### config.mk
export PLATFORM = sky130hd
export DESIGN_NAME = xram_dma
export DESIGN_NICKNAME = d
export VERILOG_FILES = /design/src/rtl/xdma_pkg.sv /design/src/rtl/xdma_regs.sv /design/src/rtl/xdma_seq.sv /design/src/rtl/xdma_path.sv /design/src/rtl/xram_dma.sv
export SDC_FILE = /design/constraint.sdc
export NUM_CORES = 1
export LEC_CHECK = 0
export ABC_AREA = 1
export BUFFER_PORTS_ARGS = -buffer_cell sky130_fd_sc_hd__buf_4
export CAP_MARGIN = 30
export CORE_ASPECT_RATIO = 1.25
export CORE_MARGIN = 1.5
export CORE_UTILIZATION = 60
export CTS_CLUSTER_SIZE = 25
export DETAILED_ROUTE_END_ITERATION = 10
export PLACE_DENSITY_LB_ADDON = 0.2
export SETUP_SLACK_MARGIN = 0.1
export SLEW_MARGIN = 20
export SYNTH_ARGS = -nofsm -noshare
export SYNTH_HDL_FRONTEND = slang
export SYNTH_SLANG_ARGS = --single-unit
### constraint.sdc
create_clock -name clk -period 4.2 [get_ports clk]
set_clock_uncertainty 0.1 [all_clocks]
set_input_delay 1.26 -clock clk [delete_from_list [all_inputs] [get_ports clk]]
set_output_delay 1.26 -clock clk [all_outputs]
set_load 0.05 [all_outputs]
### src/rtl/xdma_pkg.sv
// Shared widths, register offsets, command bit positions and types for the
// expansion RAM block mover. Assumes byte-wide registers and 16-bit counters.
package xdma_pkg;
    localparam int DW    = 8;
    localparam int HAW   = 16;
    localparam int XAW   = 16;
    localparam int BKW   = 8;
    localparam int LENW  = 16;
    localparam int SELW  = 4;
    localparam int XFULL = XAW + BKW;

    localparam int OFS_STAT = 0;
    localparam int OFS_CMD  = 1;
    localparam int OFS_HLO  = 2;
    localparam int OFS_HHI  = 3;
    localparam int OFS_XLO  = 4;
    localparam int OFS_XHI  = 5;
    localparam int OFS_BANK = 6;
    localparam int OFS_LLO  = 7;
    localparam int OFS_LHI  = 8;
    localparam int OFS_IEN  = 9;
    localparam int OFS_HOLD = 10;

    localparam int CMD_EXEC = 7;
    localparam int CMD_NOW  = 4;
    localparam int IEN_EOB  = 6;
    localparam int HOLD_H   = 7;
    localparam int HOLD_X   = 6;

    typedef enum logic [1:0] {
        XT_TO_XRAM = 2'b00,
        XT_TO_HOST = 2'b01,
        XT_SWAP    = 2'b10,
        XT_CMP     = 2'b11
    } xfer_e;

    typedef enum logic [1:0] {
        ST_IDLE  = 2'd0,
        ST_ARMED = 2'd1,
        ST_BUSY  = 2'd2
    } eng_state_e;
endpackage

### src/rtl/xdma_regs.sv
// Register window, live address/length counters and status flags.
// Assumes the sequencer asserts step on every busy cycle and last on the
// final one; writes are refused while busy.
module xdma_regs
    import xdma_pkg::*;
(
    input  logic             clk,
    input  logic             rst_n,
    input  logic             wr,
    input  logic             rd,
    input  logic [SELW-1:0]  sel,
    input  logic [DW-1:0]    wdata,
    output logic [DW-1:0]    rdata,
    input  logic             busy,
    input  logic             step,
    input  logic             last,
    input  logic             mism_hit,
    output logic             cmd_wr,
    output logic [DW-1:0]    cmd_q,
    output logic [HAW-1:0]   haddr,
    output logic [XAW-1:0]   xaddr,
    output logic [BKW-1:0]   bank,
    output logic [LENW-1:0]  len,
    output logic [DW-1:0]    ien,
    output logic [DW-1:0]    hold,
    output logic             irq
);
    logic wr_ok;
    logic stat_rd;
    logic eob_q;
    logic mism_q;
    logic done;

    assign wr_ok   = wr && !busy;
    assign cmd_wr  = wr_ok && (sel == SELW'(OFS_CMD));
    assign stat_rd = rd && (sel == SELW'(OFS_STAT));
    assign done    = step && last;

    // Configuration registers: CPU writes when idle, counter updates when busy.
    always_ff @(posedge clk) begin
        if (!rst_n) begin
            cmd_q <= '0;
            haddr <= '0;
            xaddr <= '0;
            bank  <= '0;
            len   <= '0;
            ien   <= '0;
            hold  <= '0;
        end else if (wr_ok) begin
            case (sel)
                SELW'(OFS_CMD):  cmd_q         <= wdata;
                SELW'(OFS_HLO):  haddr[7:0]    <= wdata;
                SELW'(OFS_HHI):  haddr[15:8]   <= wdata;
                SELW'(OFS_XLO):  xaddr[7:0]    <= wdata;
                SELW'(OFS_XHI):  xaddr[15:8]   <= wdata;
                SELW'(OFS_BANK): bank          <= wdata;
                SELW'(OFS_LLO):  len[7:0]      <= wdata;
                SELW'(OFS_LHI):  len[15:8]     <= wdata;
                SELW'(OFS_IEN):  ien           <= wdata;
                SELW'(OFS_HOLD): hold          <= wdata;
                default: ;
            endcase
        end else if (step) begin
            if (!hold[HOLD_H]) haddr <= haddr + HAW'(1);
            if (!hold[HOLD_X]) {bank, xaddr} <= {bank, xaddr} + XFULL'(1);
            if (!last) len <= len - LENW'(1);
            else       cmd_q[CMD_EXEC] <= 1'b0;
        end
    end

    // Status flags: a read clears them, and new events in the same cycle win.
    always_ff @(posedge clk) begin
        if (!rst_n) begin
            eob_q  <= 1'b0;
            mism_q <= 1'b0;
            irq    <= 1'b0;
        end else begin
            if (stat_rd) begin
                eob_q  <= 1'b0;
                mism_q <= 1'b0;
                irq    <= 1'b0;
            end
            if (mism_hit) mism_q <= 1'b1;
            if (done) begin
                eob_q <= 1'b1;
                if (ien[IEN_EOB]) irq <= 1'b1;
            end
        end
    end

    // Read-back multiplexer.
    always_comb begin
        case (sel)
            SELW'(OFS_STAT): rdata = {irq, eob_q, mism_q, 5'b0};
            SELW'(OFS_CMD):  rdata = cmd_q;
            SELW'(OFS_HLO):  rdata = haddr[7:0];
            SELW'(OFS_HHI):  rdata = haddr[15:8];
            SELW'(OFS_XLO):  rdata = xaddr[7:0];
            SELW'(OFS_XHI):  rdata = xaddr[15:8];
            SELW'(OFS_BANK): rdata = bank;
            SELW'(OFS_LLO):  rdata = len[7:0];
            SELW'(OFS_LHI):  rdata = len[15:8];
            SELW'(OFS_IEN):  rdata = ien;
            SELW'(OFS_HOLD): rdata = hold;
            default:         rdata = '0;
        endcase
    end
endmodule

### src/rtl/xdma_seq.sv
// Job sequencer: idle, armed (waiting for the trigger write) and busy.
// Assumes the length counter holds the remaining byte count, 0 meaning 65536.
module xdma_seq
    import xdma_pkg::*;
#(
    parameter logic [HAW-1:0] TRIG_ADDR = 16'hFF00
) (
    input  logic             clk,
    input  logic             rst_n,
    input  logic             cmd_wr,
    input  logic [DW-1:0]    cmd_wdata,
    input  logic             snoop_wr,
    input  logic [HAW-1:0]   snoop_addr,
    input  logic [LENW-1:0]  len,
    output logic             busy,
    output logic             step,
    output logic             last
);
    eng_state_e st_q, st_d;
    logic       trig_hit;

    assign trig_hit = snoop_wr && (snoop_addr == TRIG_ADDR);
    assign busy     = (st_q == ST_BUSY);
    assign step     = busy;
    assign last     = busy && (len == LENW'(1));

    // Next-state decision.
    always_comb begin
        st_d = st_q;
        case (st_q)
            ST_IDLE, ST_ARMED: begin
                if (cmd_wr) begin
                    if (!cmd_wdata[CMD_EXEC])     st_d = ST_IDLE;
                    else if (cmd_wdata[CMD_NOW])  st_d = ST_BUSY;
                    else                          st_d = ST_ARMED;
                end else if (st_q == ST_ARMED && trig_hit) begin
                    st_d = ST_BUSY;
                end
            end
            ST_BUSY: if (last) st_d = ST_IDLE;
            default: st_d = ST_IDLE;
        endcase
    end

    // State register.
    always_ff @(posedge clk) begin
        if (!rst_n) st_q <= ST_IDLE;
        else        st_q <= st_d;
    end
endmodule

### src/rtl/xdma_path.sv
// Byte datapath: steers read data to the opposite memory according to the
// transfer type and flags compare mismatches. Assumes both memories return
// read data in the same cycle as the address.
module xdma_path
    import xdma_pkg::*;
(
    input  logic             busy,
    input  logic [1:0]       xtype,
    input  logic [HAW-1:0]   haddr,
    input  logic [XAW-1:0]   xaddr,
    input  logic [BKW-1:0]   bank,
    input  logic [DW-1:0]    hb_rdata,
    input  logic [DW-1:0]    xr_rdata,
    output logic [HAW-1:0]   hb_addr,
    output logic             hb_wr,
    output logic [DW-1:0]    hb_wdata,
    output logic [XFULL-1:0] xr_addr,
    output logic             xr_wr,
    output logic [DW-1:0]    xr_wdata,
    output logic             mism_hit
);
    assign hb_addr  = haddr;
    assign xr_addr  = {bank, xaddr};
    assign hb_wdata = xr_rdata;
    assign xr_wdata = hb_rdata;

    // Write enables and compare result per transfer type.
    always_comb begin
        hb_wr    = 1'b0;
        xr_wr    = 1'b0;
        mism_hit = 1'b0;
        if (busy) begin
            case (xfer_e'(xtype))
                XT_TO_XRAM: xr_wr = 1'b1;
                XT_TO_HOST: hb_wr = 1'b1;
                XT_SWAP: begin
                    xr_wr = 1'b1;
                    hb_wr = 1'b1;
                end
                XT_CMP:  mism_hit = (hb_rdata != xr_rdata);
                default: ;
            endcase
        end
    end
endmodule

### src/rtl/xram_dma.sv
// Top of the expansion RAM block mover: register window, sequencer and
// datapath. Assumes single-cycle memories and a CPU that honours dma_req.
module xram_dma
    import xdma_pkg::*;
#(
    parameter logic [15:0] TRIG_ADDR = 16'hFF00
) (
    input  logic        clk,
    input  logic        rst_n,
    input  logic [3:0]  reg_sel,
    input  logic        reg_wr,
    input  logic        reg_rd,
    input  logic [7:0]  reg_wdata,
    output logic [7:0]  reg_rdata,
    input  logic        snoop_wr,
    input  logic [15:0] snoop_addr,
    output logic        dma_req,
    output logic        irq,
    output logic [15:0] hb_addr,
    output logic        hb_wr,
    output logic [7:0]  hb_wdata,
    input  logic [7:0]  hb_rdata,
    output logic [23:0] xr_addr,
    output logic        xr_wr,
    output logic [7:0]  xr_wdata,
    input  logic [7:0]  xr_rdata
);
    logic            busy, step, last, mism_hit, cmd_wr;
    logic [DW-1:0]   cmd_q, ien, hold;
    logic [HAW-1:0]  haddr;
    logic [XAW-1:0]  xaddr;
    logic [BKW-1:0]  bank;
    logic [LENW-1:0] len;
    logic [15:0]     hb_addr_w;
    logic [23:0]     xr_addr_w;
    logic            hb_wr_w, xr_wr_w;
    logic [7:0]      hb_wdata_w, xr_wdata_w;
    logic [7:0]      rdata_w;
    logic            irq_w;

    assign dma_req   = busy;
    assign reg_rdata = rdata_w;
    assign irq       = irq_w;
    assign hb_addr   = hb_addr_w;
    assign hb_wr     = hb_wr_w;
    assign hb_wdata  = hb_wdata_w;
    assign xr_addr   = xr_addr_w;
    assign xr_wr     = xr_wr_w;
    assign xr_wdata  = xr_wdata_w;

    xdma_regs u_regs (
        .clk(clk), .rst_n(rst_n), .wr(reg_wr), .rd(reg_rd), .sel(reg_sel),
        .wdata(reg_wdata), .rdata(rdata_w), .busy(busy), .step(step),
        .last(last), .mism_hit(mism_hit), .cmd_wr(cmd_wr), .cmd_q(cmd_q),
        .haddr(haddr), .xaddr(xaddr), .bank(bank), .len(len), .ien(ien),
        .hold(hold), .irq(irq_w)
    );

    xdma_seq #(.TRIG_ADDR(TRIG_ADDR)) u_seq (
        .clk(clk), .rst_n(rst_n), .cmd_wr(cmd_wr), .cmd_wdata(reg_wdata),
        .snoop_wr(snoop_wr), .snoop_addr(snoop_addr), .len(len),
        .busy(busy), .step(step), .last(last)
    );

    xdma_path u_path (
        .busy(busy), .xtype(cmd_q[1:0]), .haddr(haddr), .xaddr(xaddr),
        .bank(bank), .hb_rdata(hb_rdata), .xr_rdata(xr_rdata),
        .hb_addr(hb_addr_w), .hb_wr(hb_wr_w), .hb_wdata(hb_wdata_w),
        .xr_addr(xr_addr_w), .xr_wr(xr_wr_w), .xr_wdata(xr_wdata_w),
        .mism_hit(mism_hit)
    );
endmodule

; ---- Yosys cells after proc, flatten, opt, wreduce, memory -nomap -nowiden
; Cells that the tools add are included.
[word_totals]
output_inout_bits = 68
word_cells = 121
regBits = 85
input_bits = 49
[classes]
reduce_logical = 30
n_eq_ne = 31
muxes = 42
addsub = 3
[ops]
columns = operator, n
row1 = 16-bit 2-to-1 mux, 9
row2 = 8-bit 2-to-1 mux, 11
row3 = 8-bit one-hot mux with 11 select lines, 1
row4 = 24-bit by 1-bit adder with 24-bit output (second input constant), 1
row5 = 2-bit inequality test (second input constant), 12
row6 = 3-bit AND reduction, 8
row7 = 16-bit by 1-bit adder with 16-bit output (second input constant), 1
row8 = 16-bit by 1-bit equality test with 1-bit output (second input constant), 1
row9 = 16-bit equality test (second input constant), 1
row10 = 4-bit by 3-bit equality test with 1-bit output (second input constant), 4
row11 = 16-bit by 1-bit subtractor with 16-bit output (second input constant), 1
row12 = 1-bit 2-to-1 mux, 15
row13 = 4-bit equality test (second input constant), 3
row14 = 2-bit 2-to-1 mux, 5
row15 = 4-bit by 2-bit equality test with 1-bit output (second input constant), 2
row16 = 8-bit inequality test, 1
row17 = 2-bit AND reduction, 4
row18 = 2-bit nonzero test, 4
row19 = 1-bit logical AND, 7
row20 = 2-bit equality test (second input constant), 3
row21 = 2-bit OR reduction, 3
row22 = 2-bit by 1-bit equality test with 1-bit output (second input constant), 2
row23 = 4-bit by 1-bit equality test with 1-bit output (second input constant), 1
row24 = 2-bit logical NOT, 2
row25 = 4 further kinds, 4

; ---- Longest topological paths before layout
[depth]
ltp_word = 6
ltp_mapped = 11
depth_no_buf = 11

; ---- By module
; A second synthesis with hierarchy kept.
[hier_totals]
hier_cells = 992
area_unflattened_um2 = 6129.6
[modules_own_cells]
columns = mod, n_inst, cells_each, seq_area_each_um2, area_per_inst_um2
row1 = xdma_regs, 1, 829, 1661.6, 5223.8
row2 = xdma_path, 1, 111, 0.0, 656.9
row3 = xdma_seq, 1, 52, 40.0, 249.0

; ---- Worst setup path before layout
; OpenSTA, ideal clock, no wires.
[synth_path]
kind = input -> output
from = in reg_sel[3]
to = out reg_rdata[4]
n_path_buf = 0
t_arrival_ns = 2.359
stages = 8
setup_slack_ns = 0.481
t_required_ns = 2.840
path_cell_list = inv_1 nor2_1 nand2_1 inv_1 nand2_1 o21ai_0 a21oi_1 nand4_1
[synth_via]
elab_chain_len = 2
word_cells_on_any_way = 12
cone_classes = eq/ne: 10 / mux: 1 / reduce/logical: 1
[synth_lines]
columns = element, line
row1 = start: declaration, xram_dma.sv:10  ; input logic [3:0] reg_sel,
row2 = 4-bit equality test (tied with other cells), xdma_regs.sv:93  ; case (sel)
row3 = 8-bit one-hot mux with 11 select lines *, xdma_regs.sv:93
row4 = end: declaration, xram_dma.sv:14  ; output logic [7:0] reg_rdata,
; Every way passes the cells marked *; elsewhere a longest branch is shown, timed or not.

; ---- Worst setup path after layout
[layout_path]
from = in reg_sel[3]
to = out reg_rdata[6]
; Same word-level chain as after synthesis.

==> impl_metrics.json <==
{
  "area_growth_pct": 19.6,
  "synth_cell_types": 37,
  "synthSimpleGateAreaFrac": 0.336,
  "required_ps": 2840,
  "wirelength_um": 19700,
  "muxShareOfSynthArea": 0,
  "wl_per_cell_um": 17.2,
  "status": "finished, final reports clean",
  "power.density_nw_per_um2": 424,
  "grt_start_max_net_pins": 60,
  "drc": 0,
  "synthesis.area_um2": 5670,
  "drive_gt1_frac": 0.164,
  "fin_ws_ps": 188,
  "num_io_pins": 117,
  "multi_input_area_um2": 3310,
  "clkTransAtPathRegs_ps": 60,
  "vias_per_cell": 5.85,
  "cts-root-buf": "clkbuf_16",
  "grt_pass1_vias": 6079,
  "core-area_um2": 9170,
  "die-area_um2": 10000,
  "final_common_cell": "nand2_1",
  "ys.warnings.count": 0,
  "critPathArrivalTime_ps": 2650,
  "synth_top_family_by_area": "simple AND/OR/NAND/NOR gates",
  "syn_nets": 982,
  "clockBufferDepth": 2,
  "start_util": 0.618,
  "cp-startpoint": "reg_sel[3]",
  "cts.sinks": 85,
  "grt_usage": 0.388,
  "relSlewSlack": 0.606,
  "portBuffers": 116,
  "seq_area_um2": 1700,
  "rsz0062_at_grt": "false",
  "rows": 39,
  "max_freq_mhz": 249,
  "ir_drop_mv": 0.321,
  "cap_violations": 0,
  "gp_congestion": 1.00,
  "drt-pass1-iter-count": 7,
  "netlist.area_leader.share": 0.300,
  "path_class": "in2out",
  "avgSynthCellArea_um2": 6.12,
  "synth_xor_area_frac": 0.0247,
  "die_x_um": 89.9,
  "synth_compound_gate_area_share": 0.207,
  "cts_tree": "yes",
  "synth_fa_ha_area_frac": 0.0155,
  "mostFrequentLayoutCells": "nand2_1 (213), nor2_1 (133), buf_4 (121)",
  "cts-buffers-inserted": 9,
  "ant_nets": 0,
  "clkLatencyLatePin_ps": 350,
  "p_leak_nw": 3.05,
  "num_vias": 6708,
  "yosys_register_bits": 85,
  "first_iter_violations": 522,
  "fin_util": 0.739,
  "period_share": 0.955,
  "antenna_found_initial": 0,
  "synthTopCellsByArea": "dfxtp_1 (30%), nand2_1 (14%), nor2_1 (8.9%)",
  "antenna_cells": 0,
  "cts_max_level": 3,
  "fp.dieH_um": 112,
  "worstSetupEndpointType": "output port",
  "grt_pass1_wl_um": 31000,
  "ctsHoldBuffers": 0,
  "reg2reg_from": "u_seq.st_q[0]",
  "detailedPlace.worstSlack_ps": 232,
  "grt_overflow": 0,
  "path_max_fanout": 6,
  "layout_min_cycle_time_ps": 4010,
  "synth-seq-area-share": 0.300,
  "critPathLaunchType": "input pin",
  "nFillCells": 814,
  "hold_viol": 0,
  "tns_ps": 0,
  "hp-start": "u_regs.cmd_q[3]",
  "dp_hpwl_um": 14700,
  "yosysTopAreaCell": "dfxtp_1",
  "worst_pin_slew_ps": 591,
  "setup_violations": 0,
  "hp-class": "reg2reg",
  "nets": 1077,
  "drv_slew": 0,
  "synthCells": 926
}
cell families after synthesis:
kind of cell	count (synthesis)
xor gates and xnor gates	16
DFF	85
buffers and inverters	150
and+or+nand+nor	452
adders and majority gates	7
AOI/OAI and AO/OA	216
routing by layer:
layer	track usage	up-vias	share of wire
met5	0	-	0
li1	-	3206	-
met1	0.461	3021	0.37
met2	0.665	412	0.48
met4	0.200	0	0.047
met3	0.0731	69	0.10
final timing paths:
check | end | cells after the start | slack, ps
worst min register to register | u_regs.cmd_q[3] | 2 | 370
worst max register to register | u_regs.xaddr[5] | 8 | 1850
worst min-delay path | u_regs.cmd_q[3] | 2 | 370
worst max-delay path | reg_rdata[6] | 9 | 190
critical path, stage by stage:
cell and delay, ps:
buf_4 120, nor2_1 240, nand2_1 220, inv_1 200
nand2_1 100, o21ai_0 100, a21oi_1 60, nand3_1 130
buf_4 220
sequential cells by signal (all words and copies together), names as in the netlist:
| register | count |
|---|---|
| u_regs.haddr | 16 |
| u_regs.len | 16 |
| u_regs.xaddr | 16 |
| u_regs.bank | 8 |
| u_regs.cmd_q | 8 |
| u_regs.hold | 8 |
| u_regs.ien | 8 |
| u_seq.st_q | 2 |
| u_regs.eob_q | 1 |
| u_regs.irq | 1 |
| u_regs.mism_q | 1 |
timing repair:
action                     4_1_cts  5_1_grt
buffers inserted                 0        0
setup endpoints to repair        0        1
resized for setup                0        1
report_power, final:
part	switching, mW	leakage (nW)	total [mW]	internal, mW
Combinational	0.749	2.22	1.06	0.314
Clock	0.322	0.139	0.792	0.470
Sequential	0.125	0.695	1.02	0.891
Total	1.20	3.05	2.87	1.67
cells in the mapped netlist:
library cell,n
clkinv_1,1
o21ai_2,3
clkbuf_1,7
nand2_2,5
o22ai_1,21
nor2_2,7
nand2_4,3
nand2_1,213
nand3_2,1
nand4_1,15
o211ai_1,1
xor2_1,7
nor2_4,1
o221ai_1,1
a21oi_1,85
buf_1,1
buf_2,9
nor3_1,8
a211oi_1,2
a22o_1,1
nand3_4,1
nand3_1,63
o21ai_1,27
o21ai_4,2
ha_1,7
inv_2,11
xnor2_1,9
nor2_1,134
o21ai_0,63
and3_1,1
dfxtp_1,85
buf_4,17
o21bai_1,1
inv_1,101
o2bb2ai_1,1
a31oi_1,8
buf_6,3
through the flow:
| step | power, mW | std cells | hold WS, ps | instance area (um^2) |
|---|---|---|---|---|
| 2_1_floorplan | 1.75 | 926 | 325 | 5670 |
| 3_5_place_dp | 2.07 | 1133 | 357 | 6490 |
| 6_report | 2.87 | 1147 | 374 | 6780 |
| 5_1_grt | 2.98 | 1147 | 373 | 6780 |
| 4_1_cts | 2.84 | 1147 | 366 | 6780 |
| 3_3_place_gp | 2.06 | 1133 | 360 | 6490 |
layout make-up:
type | instances | area share
clock buffer | 12 | 0.0364
clock inverter | 2 | 0.00517
inverter | 113 | 0.0626
multi-input combinational | 691 | 0.488
sequential | 85 | 0.251
tap | 123 | 0.0227
timing repair buffer | 121 | 0.134
Power figures use the tool's default switching activity.
